--- config.mk ---
export PLATFORM = sky130hd
export DESIGN_NAME = rx_footer_splitter
export DESIGN_NICKNAME = d
export VERILOG_FILES = /design/src/rtl/rxf_pkg.sv /design/src/rtl/rxf_seq.sv /design/src/rtl/rxf_len_acc.sv /design/src/rtl/rxf_ftr_bank.sv /design/src/rtl/rx_footer_splitter.sv
export SDC_FILE = /design/constraint.sdc
export NUM_CORES = 1
export LEC_CHECK = 0
export ABC_AREA = 0
export BUFFER_PORTS_ARGS = -buffer_cell sky130_fd_sc_hd__buf_4
export CORE_UTILIZATION = 40
export DETAILED_ROUTE_END_ITERATION = 12
export HOLD_SLACK_MARGIN = 0.02
export PLACE_DENSITY = 0.76
export SLEW_MARGIN = 20
export SYNTH_ARGS = -nofsm -noshare
export SYNTH_HDL_FRONTEND = slang
export SYNTH_HIERARCHICAL = 1
export SYNTH_SLANG_ARGS = --single-unit
--- constraint.sdc ---
create_clock -name clk -period 3.5 [get_ports clk]
set_input_delay 0.7 -clock clk [delete_from_list [all_inputs] [get_ports clk]]
set_output_delay 0.7 -clock clk [all_outputs]
set_load 0.005 [all_outputs]
--- src/rtl/rxf_pkg.sv ---
package rxf_pkg;
  typedef enum logic [1:0] {
    ST_IDLE    = 2'd0,
    ST_BODY    = 2'd1,
    ST_TRAILER = 2'd2
  } rxf_state_e;
endpackage

--- src/rtl/rxf_seq.sv ---
// Frame sequencer: tracks which section of the frame the next word belongs to,
// counts trailer words and raises the sticky error flags.
module rxf_seq
  import rxf_pkg::*;
#(
  parameter int FTR_WORDS = 8,
  parameter int IDX_W     = $clog2(FTR_WORDS + 1)
) (
  input  logic             clk,
  input  logic             rst_n,
  input  logic             beat,
  input  logic             sof,
  input  logic             sop,
  input  logic             eop,
  input  logic             eof,
  output logic             pay_sel,
  output logic             pay_first,
  output logic             pay_last,
  output logic             ftr_wr,
  output logic [IDX_W-1:0] ftr_idx,
  output logic             publish,
  output logic             err_order,
  output logic             err_len
);
  localparam logic [IDX_W-1:0] LAST_IDX = IDX_W'(FTR_WORDS - 1);
  localparam logic [IDX_W-1:0] SAT_CNT  = IDX_W'(FTR_WORDS);

  rxf_state_e       state_q, state_d;
  logic [IDX_W-1:0] cnt_q, cnt_d;
  logic             order_hit, len_hit;

  always_comb begin
    pay_first = (state_q == ST_IDLE) && sof && sop;
    pay_sel   = pay_first || (state_q == ST_BODY);
    pay_last  = pay_sel && (eop || eof);
    ftr_wr    = beat && (state_q == ST_TRAILER) && (cnt_q < SAT_CNT);
    ftr_idx   = cnt_q;
    publish   = beat && (state_q == ST_TRAILER) && eof && (cnt_q == LAST_IDX);
    len_hit   = beat && (state_q == ST_TRAILER) && eof && (cnt_q != LAST_IDX);
    order_hit = 1'b0;
    state_d   = state_q;
    cnt_d     = cnt_q;
    case (state_q)
      ST_IDLE: begin
        if (beat) begin
          order_hit = !pay_first || eof;
          if (pay_first && !eof) state_d = eop ? ST_TRAILER : ST_BODY;
          cnt_d = '0;
        end
      end
      ST_BODY: begin
        if (beat) begin
          order_hit = sof || sop || eof;
          if (eof)      state_d = ST_IDLE;
          else if (eop) state_d = ST_TRAILER;
          cnt_d = '0;
        end
      end
      ST_TRAILER: begin
        if (beat) begin
          order_hit = sof || sop || eop;
          if (eof) begin
            state_d = ST_IDLE;
            cnt_d   = '0;
          end else if (cnt_q != SAT_CNT) begin
            cnt_d = cnt_q + 1'b1;
          end
        end
      end
      default: state_d = ST_IDLE;
    endcase
  end

  always_ff @(posedge clk) begin
    if (!rst_n) begin
      state_q   <= ST_IDLE;
      cnt_q     <= '0;
      err_order <= 1'b0;
      err_len   <= 1'b0;
    end else begin
      state_q <= state_d;
      cnt_q   <= cnt_d;
      if (order_hit) err_order <= 1'b1;
      if (len_hit)   err_len   <= 1'b1;
    end
  end
endmodule

--- src/rtl/rxf_len_acc.sv ---
// Per-word byte count and running payload length of the current frame.
module rxf_len_acc #(
  parameter int BYTES = 4,
  parameter int REM_W = 4,
  parameter int LEN_W = 16,
  parameter int NB_W  = $clog2(BYTES + 1)
) (
  input  logic             clk,
  input  logic             rst_n,
  input  logic             step,
  input  logic             first,
  input  logic             last,
  input  logic [REM_W-1:0] rem,
  output logic [NB_W-1:0]  nbytes,
  output logic [LEN_W-1:0] run_q
);
  localparam logic [REM_W-1:0] REM_MAX = REM_W'(BYTES);
  localparam logic [NB_W-1:0]  NB_FULL = NB_W'(BYTES);

  logic [NB_W-1:0] rem_dec;

  always_comb begin
    if (rem != '0 && rem <= REM_MAX) rem_dec = rem[NB_W-1:0];
    else                             rem_dec = NB_FULL;
    nbytes = last ? rem_dec : NB_FULL;
  end

  always_ff @(posedge clk) begin
    if (!rst_n)    run_q <= '0;
    else if (step) run_q <= (first ? '0 : run_q) + LEN_W'(nbytes);
  end
endmodule

--- src/rtl/rxf_ftr_bank.sv ---
// Trailer register bank with its full flag and the published packet length.
module rxf_ftr_bank #(
  parameter int FTR_WORDS = 8,
  parameter int DATA_W    = 32,
  parameter int LEN_W     = 16,
  parameter int IDX_W     = $clog2(FTR_WORDS + 1)
) (
  input  logic                        clk,
  input  logic                        rst_n,
  input  logic                        wr,
  input  logic [IDX_W-1:0]            idx,
  input  logic [DATA_W-1:0]           din,
  input  logic                        publish,
  input  logic                        ack,
  input  logic [LEN_W-1:0]            len_in,
  output logic                        full,
  output logic [FTR_WORDS*DATA_W-1:0] dout,
  output logic [LEN_W-1:0]            len_out
);
  for (genvar g = 0; g < FTR_WORDS; g++) begin : g_word
    logic [DATA_W-1:0] word_q;
    always_ff @(posedge clk) begin
      if (!rst_n)                              word_q <= '0;
      else if (wr && idx == IDX_W'(g))         word_q <= din;
    end
    assign dout[g*DATA_W +: DATA_W] = word_q;
  end

  always_ff @(posedge clk) begin
    if (!rst_n) begin
      full    <= 1'b0;
      len_out <= '0;
    end else if (publish) begin
      full    <= 1'b1;
      len_out <= len_in;
    end else if (ack) begin
      full    <= 1'b0;
    end
  end
endmodule

--- src/rtl/rx_footer_splitter.sv ---
module rx_footer_splitter #(
  parameter int DATA_W    = 32,
  parameter int REM_W     = 4,
  parameter int FTR_WORDS = 8,
  parameter int LEN_W     = 16,
  localparam int BYTES    = DATA_W / 8,
  localparam int NB_W     = $clog2(BYTES + 1),
  localparam int IDX_W    = $clog2(FTR_WORDS + 1)
) (
  input  logic                        clk,
  input  logic                        rst_n,
  input  logic [DATA_W-1:0]           in_data,
  input  logic [REM_W-1:0]            in_rem,
  input  logic                        in_sof,
  input  logic                        in_sop,
  input  logic                        in_eop,
  input  logic                        in_eof,
  input  logic                        in_valid,
  output logic                        in_ready,
  output logic [DATA_W-1:0]           pl_data,
  output logic [NB_W-1:0]             pl_nbytes,
  output logic                        pl_last,
  output logic                        pl_valid,
  input  logic                        pl_ready,
  output logic [FTR_WORDS*DATA_W-1:0] ftr_data,
  output logic [LEN_W-1:0]            pkt_bytes,
  output logic                        ftr_valid,
  input  logic                        ftr_ack,
  output logic                        err_order,
  output logic                        err_len
);
  logic             beat, pay_sel, pay_first, pay_last, ftr_wr, publish;
  logic [IDX_W-1:0] ftr_idx;
  logic [LEN_W-1:0] run_len;

  assign in_ready = !ftr_valid && (!pay_sel || pl_ready);
  assign beat     = in_valid && in_ready;
  assign pl_valid = in_valid && !ftr_valid && pay_sel;
  assign pl_data  = in_data;
  assign pl_last  = pay_last;

  rxf_seq #(.FTR_WORDS(FTR_WORDS), .IDX_W(IDX_W)) u_seq (
    .clk(clk), .rst_n(rst_n), .beat(beat),
    .sof(in_sof), .sop(in_sop), .eop(in_eop), .eof(in_eof),
    .pay_sel(pay_sel), .pay_first(pay_first), .pay_last(pay_last),
    .ftr_wr(ftr_wr), .ftr_idx(ftr_idx), .publish(publish),
    .err_order(err_order), .err_len(err_len)
  );

  rxf_len_acc #(.BYTES(BYTES), .REM_W(REM_W), .LEN_W(LEN_W), .NB_W(NB_W)) u_len (
    .clk(clk), .rst_n(rst_n), .step(beat && pay_sel), .first(pay_first),
    .last(pay_last), .rem(in_rem), .nbytes(pl_nbytes), .run_q(run_len)
  );

  rxf_ftr_bank #(.FTR_WORDS(FTR_WORDS), .DATA_W(DATA_W), .LEN_W(LEN_W), .IDX_W(IDX_W)) u_bank (
    .clk(clk), .rst_n(rst_n), .wr(ftr_wr), .idx(ftr_idx), .din(in_data),
    .publish(publish), .ack(ftr_ack), .len_in(run_len),
    .full(ftr_valid), .dout(ftr_data), .len_out(pkt_bytes)
  );
endmodule

==> results of run 1 <==
-- through the flow --
stage	worst slack [ns]	hold WS, ns	instances	cell area (um^2)
2_1_floorplan	0.2502	0.4511	1166	11760
3_3_place_gp	0.1040	0.4423	1826	14610
3_5_place_dp	0.05749	0.4475	1826	14610
4_1_cts	0.1361	0.4167	1883	15640
5_1_grt	0.008573	0.4428	1883	15690
6_report	0.2443	0.4460	1883	15690
-- flip-flops by register name, indices dropped and copies added, names as in the netlist --
| signal | flops |
|---|---|
| u_len/run_q | 16 |
| u_seq/err_len | 1 |
| u_bank/len_out | 16 |
| u_seq/err_order | 1 |
| u_bank/g_word.word_q | 256 |
| u_bank/full | 1 |
| u_seq/ftr_idx | 4 |
| u_seq/state_q | 2 |
-- report_power, final --
| part | switching (mW) | internal [mW] | leakage, nW |
|---|---|---|---|
| sequential | 0.0131 | 3.40 | 2.39 |
| clock | 1.40 | 1.90 | 0.495 |
| combinational | 0.238 | 0.161 | 4.36 |
| total | 1.65 | 5.45 | 7.24 |
-- critical path, delay by kind of cell, from the launching register on --
kind	cells	cell delay, ns
AOI/OAI and AO/OA	3	0.57
adders and majority gates	3	0.84
buffers and inverters	2	0.16
DFF	1	0.34
muxes	1	0.22
and+or+nand+nor	5	0.99
-- worst paths after layout --
path / slack, ns / start / cells past startpoint / end
setup reg to reg: 0.24 / u_seq/state_q[0]$_SDFFE_PN0P_ / 14 / u_len/run_q[12]$_SDFFE_PN0P_
hold / removal: 0.45 / ftr_ack / 3 / u_bank/full$_SDFFE_PN0P_
hold reg to reg: 0.46 / u_bank/g_word[6].word_q[8]$_SDFFE_PN0P_ / 2 / u_bank/g_word[6].word_q[8]$_SDFFE_PN0P_
setup / recovery: 0.24 / u_seq/state_q[0]$_SDFFE_PN0P_ / 14 / u_len/run_q[12]$_SDFFE_PN0P_
-- area by class of cell --
type,instances,area share
Inverter,15,0.003589
Clock buffer,44,0.05830
Tap cell,384,0.03062
Timing Repair Buffer,383,0.1917
Multi-Input combinational cell,747,0.3293
Clock inverter,13,0.007497
Sequential cell,297,0.3790
-- kinds of logic (layout without fill, tap and decap cells) --
group | count (synthesis) | count (layout)
AND/OR/NAND/NOR | 411 | 411
flip-flops | 297 | 297
multiplexers | 281 | 281
buffers and inverters | 122 | 455
AO/OA/AOI/OAI | 44 | 44
adder cells (fa/ha/maj) | 10 | 10
XOR/XNOR | 1 | 1
-- layout by cell type (no fill, tap or decap), types with 2 or more instances in the layout --
cell type	n
a2111oi_2	2
a211oi_1	3
a21oi_1	6
a21oi_2	2
a311oi_1	2
and2_1	4
and3_1	3
and3_2	2
buf_12	10
buf_4	372
clkbuf_1	4
clkbuf_16	31
clkbuf_8	9
clkinv_2	3
clkinv_4	2
clkinvlp_4	5
dfxtp_1	297
ha_1	8
inv_1	15
inv_6	2
mux2i_1	281
nand2_1	318
nand2b_1	5
nand3_1	8
nand3b_1	3
nor2_1	14
nor2b_1	25
nor2b_2	2
nor3_1	2
nor3b_1	3
nor3b_2	2
nor4b_1	2
o211ai_1	2
o21a_1	6
o21ai_0	7
o221a_2	2
-- layer usage --
layer / global-route usage / up-vias / part of all wire
met5: 0 / - / 0
met4: 0.06748 / 0 / 0.025
met3: 0.04737 / 66 / 0.068
met2: 0.3701 / 325 / 0.49
met1: 0.2665 / 4565 / 0.42
li1: - / 4476 / -
-- what timing repair did --
action,4_1_cts,5_1_grt
resized for setup,0,12
hold buffers,0,0
setup endpoints to repair,0,30
==> qor.yml, run 1 <==
outcome: "finished clean"
grt_pass1_wl_um: 51840
fp.dieH_um: 173.5
ir_drop_mv: 0.3460
cellPowerDensity_nw_per_um2: 452.9
yosysMostFrequentCell: "nand2_1"
grt_pass1_vias: 9253
relSlewSlack: 0.6196
viasPerCell: 5.009
grt_max_degree: 80
clockBufferDepth: 3
cts_root_buf: "clkbuf_16"
synth_fa_ha_area_frac: 0.01128
synth_area_um2: 11760
antenna_found_initial: 0
netlist_instances: 1166
synth_cell_types: 59
cp_slowest_stage_delay_ns: 0.41
worstHoldPathType: "primary input to flip-flop"
avgSynthCellArea_um2: 10.09
crit_arrival_ns: 3.71
async_flop_share: 0
fill_cells: 2538
crit_fanout: 6
synth_edf_count: 0
crit_top_cell: "inv_1"
synth-compound-area-share: 0.02776
hold_violations: 0
clk_latency_ns: 0.56
final-setup-viol-count: 0
synth-seq-area-share: 0.5055
yosysWarnings: 6
port_buffers: 357
remaining_drc_errors: 0
p_leak_nw: 7.244
synthXorXnorAreaFrac: 0.0007446
ys.flop_type: "dfxtp_1"
required_ns: 3.95
clock.fmax_ghz: 0.3071
clk_pin_slew_ns: 0.06
syn_nets: 1221
yosys.area_share.simple: 0.1538
cts-htree-levels: 1
multi_input_area_um2: 5166
clock_sinks: 297
die_w_um: 173.5
ios: 358
ys_top_cells_by_count: "319 x nand2_1, 297 x dfxtp_1, 281 x mux2i_1, 51 x buf_4, 31 x clkbuf_1"
nNetsFinal: 1530
synth_top_cell_area_share: 0.5055
drt_iter0_markers: 499
start_util: 0.4087
cp_cell_sequence: "inv_1 -> ha_2 -> and3_2 -> or2_2 -> o21a_1 -> nor3b_1 -> and2_1 -> ha_1 -> inv_1 -> fa_1 -> nand2b_1 -> a2111oi_4 -> mux2i_1 -> a21boi_1"
utilization: 0.5451
core_area_um2: 28780
cts_buffers: 31
fp-row-count: 62
drv_slew: 0
timing.max_cap.violations: 0
finalSetupTns_ns: 0
synth_top_family_by_area: "multiplexers"
hpwl_um: 23010
crit_type: "flip-flop to flip-flop"
drive_above_1_share: 0.3089
diodes: 0
synth_mux_area_frac: 0.2391
tightest_slew_ns: 0.5692
finClkSkew_ns: 0.007915
synth-seq-cells: 297
yosysTopAreaCell: "dfxtp_1"
register_area_um2: 5946
routed_wl_um: 33830
rsz0062_at_grt: "false"
end_kind: "flip-flop"
period_share: 0.9302
synthTopCellsByArea: "dfxtp_1 51%, mux2i_1 24%, nand2_1 10%"
wire_per_inst_um: 17.97
fin_crit_ns: 3.256
final_antenna_net_count: 0
cp-start-kind: "flip-flop"
routabilityCongestion: 0.8106
vias: 9432
power.total_mw: 7.105
post_cts_buffers: 0
dieArea_um2: 30100
grt_overflow: 0
drt_first_pass_iters: 4
gr-usage-all-layers: 0.2151
cts_tree: "done"
cp_slowest_cell: "fa_1"
syn_to_final_growth_pct: 33.38
Note: power is estimated with default switching activity, not from simulation.
==> run 2: changes to the inputs <==
Settings changed: PLACE_DENSITY 0.76 to 0.67.
==> run 2 against run 1 <==
Die area unchanged. Sequential power about the same. Largest power group is now the clock network. Largest cell class unchanged. Cell count up 0.58%. Maximum frequency down 0.42%. Clock power up 5%. Combinational power down 1%. First-iteration DRC count down 26%. Non-clock buffer count up 9.
==> qor.yml, run 2 (synthesis gave the netlist of run 1 again) <==
outcome: "finished clean"
top_register: "u_bank/g_word.word_q"
syn_to_final_growth_pct: 33.79
holdPathStages: 2
r2r_slack_ns: 0.23
crit_arrival_ns: 3.65
crit_fanout: 5
port_buffers: 357
multi_input_area_um2: 5127
grt_use_met3: 0.06447
final_cell_mix: "383 x buf_4, 318 x nand2_1, 297 x dfxtp_1"
whs_ns: 0.4581
clockBufferDepth: 3
ios: 358
postLayoutSetupSlackWorst_ns: 0.2304
final_area_um2: 15740
core_area_um2: 28780
clk_latency_ns: 0.50
reg2reg_to: "u_len/run_q[8]$_SDFFE_PN0P_"
start_util: 0.4087
r2r_start: "u_seq/state_q[0]$_SDFFE_PN0P_"
fp.dieH_um: 173.5
cp_cell_sequence: "inv_1 -> ha_1 -> and3_2 -> or2_2 -> o21a_1 -> nor3b_2 -> and2_1 -> buf_4 -> nor2_1 -> ha_1 -> nor2b_1 -> o2111ai_1 -> nor4b_1 -> o31a_1"
met2_usage: 0.3778
diodes: 0
finClkSkew_ns: 0.01234
largestRegisters: "u_bank/g_word.word_q (256), u_bank/len_out (16), u_len/run_q (16)"
viasPerCell: 4.929
path_delay_family: "simple AND/OR/NAND/NOR gates"
rsz0062_at_grt: "false"
place_ws_ns: -0.003022
drt_first_pass_iters: 6
drive_above_1_share: 0.3073
gr-usage-all-layers: 0.2233
grt_pass1_vias: 9323
largest_reg_flops: 256
grt_max_degree: 95
antenna_found_initial: 0
grt_pass1_wl_um: 53200
tightest_slew_ns: 0.6444
clk_pin_slew_ns: 0.06
vias: 9335
hpwl_um: 23580
cp_slowest_stage_delay_ns: 0.43
required_ns: 3.88
ctsHoldBuffers: 0
relSlewSlack: 0.5704
cts-htree-levels: 2
cts_tree: "done"
crit_type: "flip-flop to flip-flop"
hold_violations: 0
power.total_mw: 7.255
timing.critical_path.from: "u_seq/state_q[0]$_SDFFE_PN0P_"
rr_worst_depth: 14
remaining_drc_errors: 0
min_from: "u_bank/g_word[2].word_q[16]$_SDFFE_PN0P_"
grt-busiest-layer: "met2"
crit_top_cell: "ha_1"
fp-row-count: 62
p_leak_nw: 7.316
cp-start-kind: "flip-flop"
drv_slew: 0
finalSetupTns_ns: 0
cts_root_buf: "clkbuf_16"
nNetsFinal: 1542
routed_wl_um: 34260
use_met1: 0.2759
timing.max_cap.violations: 0
clock_sinks: 297
register_area_um2: 5946
fin_crit_ns: 3.270
path_buf_inv: 2
routabilityCongestion: 0.8166
fill_cells: 2567
grt_overflow: 0
clock.fmax_ghz: 0.3058
min_to: "u_bank/g_word[2].word_q[16]$_SDFFE_PN0P_"
die_w_um: 173.5
ir_drop_mv: 0.3117
drt_iter0_markers: 367
end_kind: "flip-flop"
dieArea_um2: 30100
final-setup-viol-count: 0
placed_cell_area_um2: 14650
final_common_cell: "buf_4"
cts_buffers: 34
cp_slowest_cell: "o2111ai_1"
cellPowerDensity_nw_per_um2: 461.0
period_share: 0.9342
final_antenna_net_count: 0
wire_per_inst_um: 18.09
worstHoldPathType: "flip-flop to flip-flop"
## run 2: changes by cell type in the layout (fill, tap and decap cells not counted), moves of 2 or more
cell        before  now
clkbuf_1         4    9
buf_4          372  383
buf_12          10    8
clkinv_2         3    7
clkbuf_8         9    4
a2111oi_1        0    2
clkinv_4         2    0
clkbuf_16       31   35
clkinvlp_4       5    0
nor3b_2          2    4
## run 2: final cells by class
type | count | share of cell area
sequential | 297 | 0.3778
multi-input combinational | 747 | 0.3258
timing repair buffer | 392 | 0.1938
clock buffer | 48 | 0.06130
tap | 384 | 0.03053
clock inverter | 11 | 0.007155
inverter | 15 | 0.003578
## run 2: worst max path at each step
stage                                              end  slack (ns)  depth (start not counted)
after floorplan           u_len/run_q[12]$_SDFFE_PN0P_        0.25                         12
after global placement    u_len/run_q[12]$_SDFFE_PN0P_        0.08                         14
after detailed placement  u_len/run_q[12]$_SDFFE_PN0P_      -0.003                         14
after CTS                 u_len/run_q[12]$_SDFFE_PN0P_        0.18                         15
after global routing       u_len/run_q[8]$_SDFFE_PN0P_       0.002                         14
final                      u_len/run_q[8]$_SDFFE_PN0P_        0.23                         14
## run 2: timing repair
item	in CTS	in global routing
setup endpoints to repair	0	6
buffers inserted	0	0
gates resized for setup	0	5
## run 2: per-layer routing
metal  vias to the layer above  part of all wire  routed length (um)
li1                       4516                 -                   -
met1                      4502              0.43               14770
met2                       275              0.48               16430
met3                        42             0.070                2410
met4                         0             0.019                 644
met5                         -                 0                   0
## run 2: stage by stage
stage / util / std cells
2_1_floorplan: - / 1166
3_3_place_gp: 0.5090 / 1835
3_5_place_dp: 0.5090 / 1835
4_1_cts: 0.5465 / 1894
5_1_grt: 0.5468 / 1894
6_report: 0.5468 / 1894
## run 2: power breakdown
part,switching [mW],internal [mW]
Clock,1.38,2.07
Sequential,0.0125,3.40
Combinational,0.236,0.159
## run 2: worst register-to-register path, cell delays in order (launching register included)
cell and delay [ns]:
dfxtp_1 0.37, inv_1 0.08, ha_1 0.21, and3_2 0.18, or2_2 0.29, o21a_1 0.13, nor3b_2 0.17, and2_1 0.17
buf_4 0.14, nor2_1 0.12, ha_1 0.29, nor2b_1 0.17, o2111ai_1 0.43, nor4b_1 0.10, o31a_1 0.31
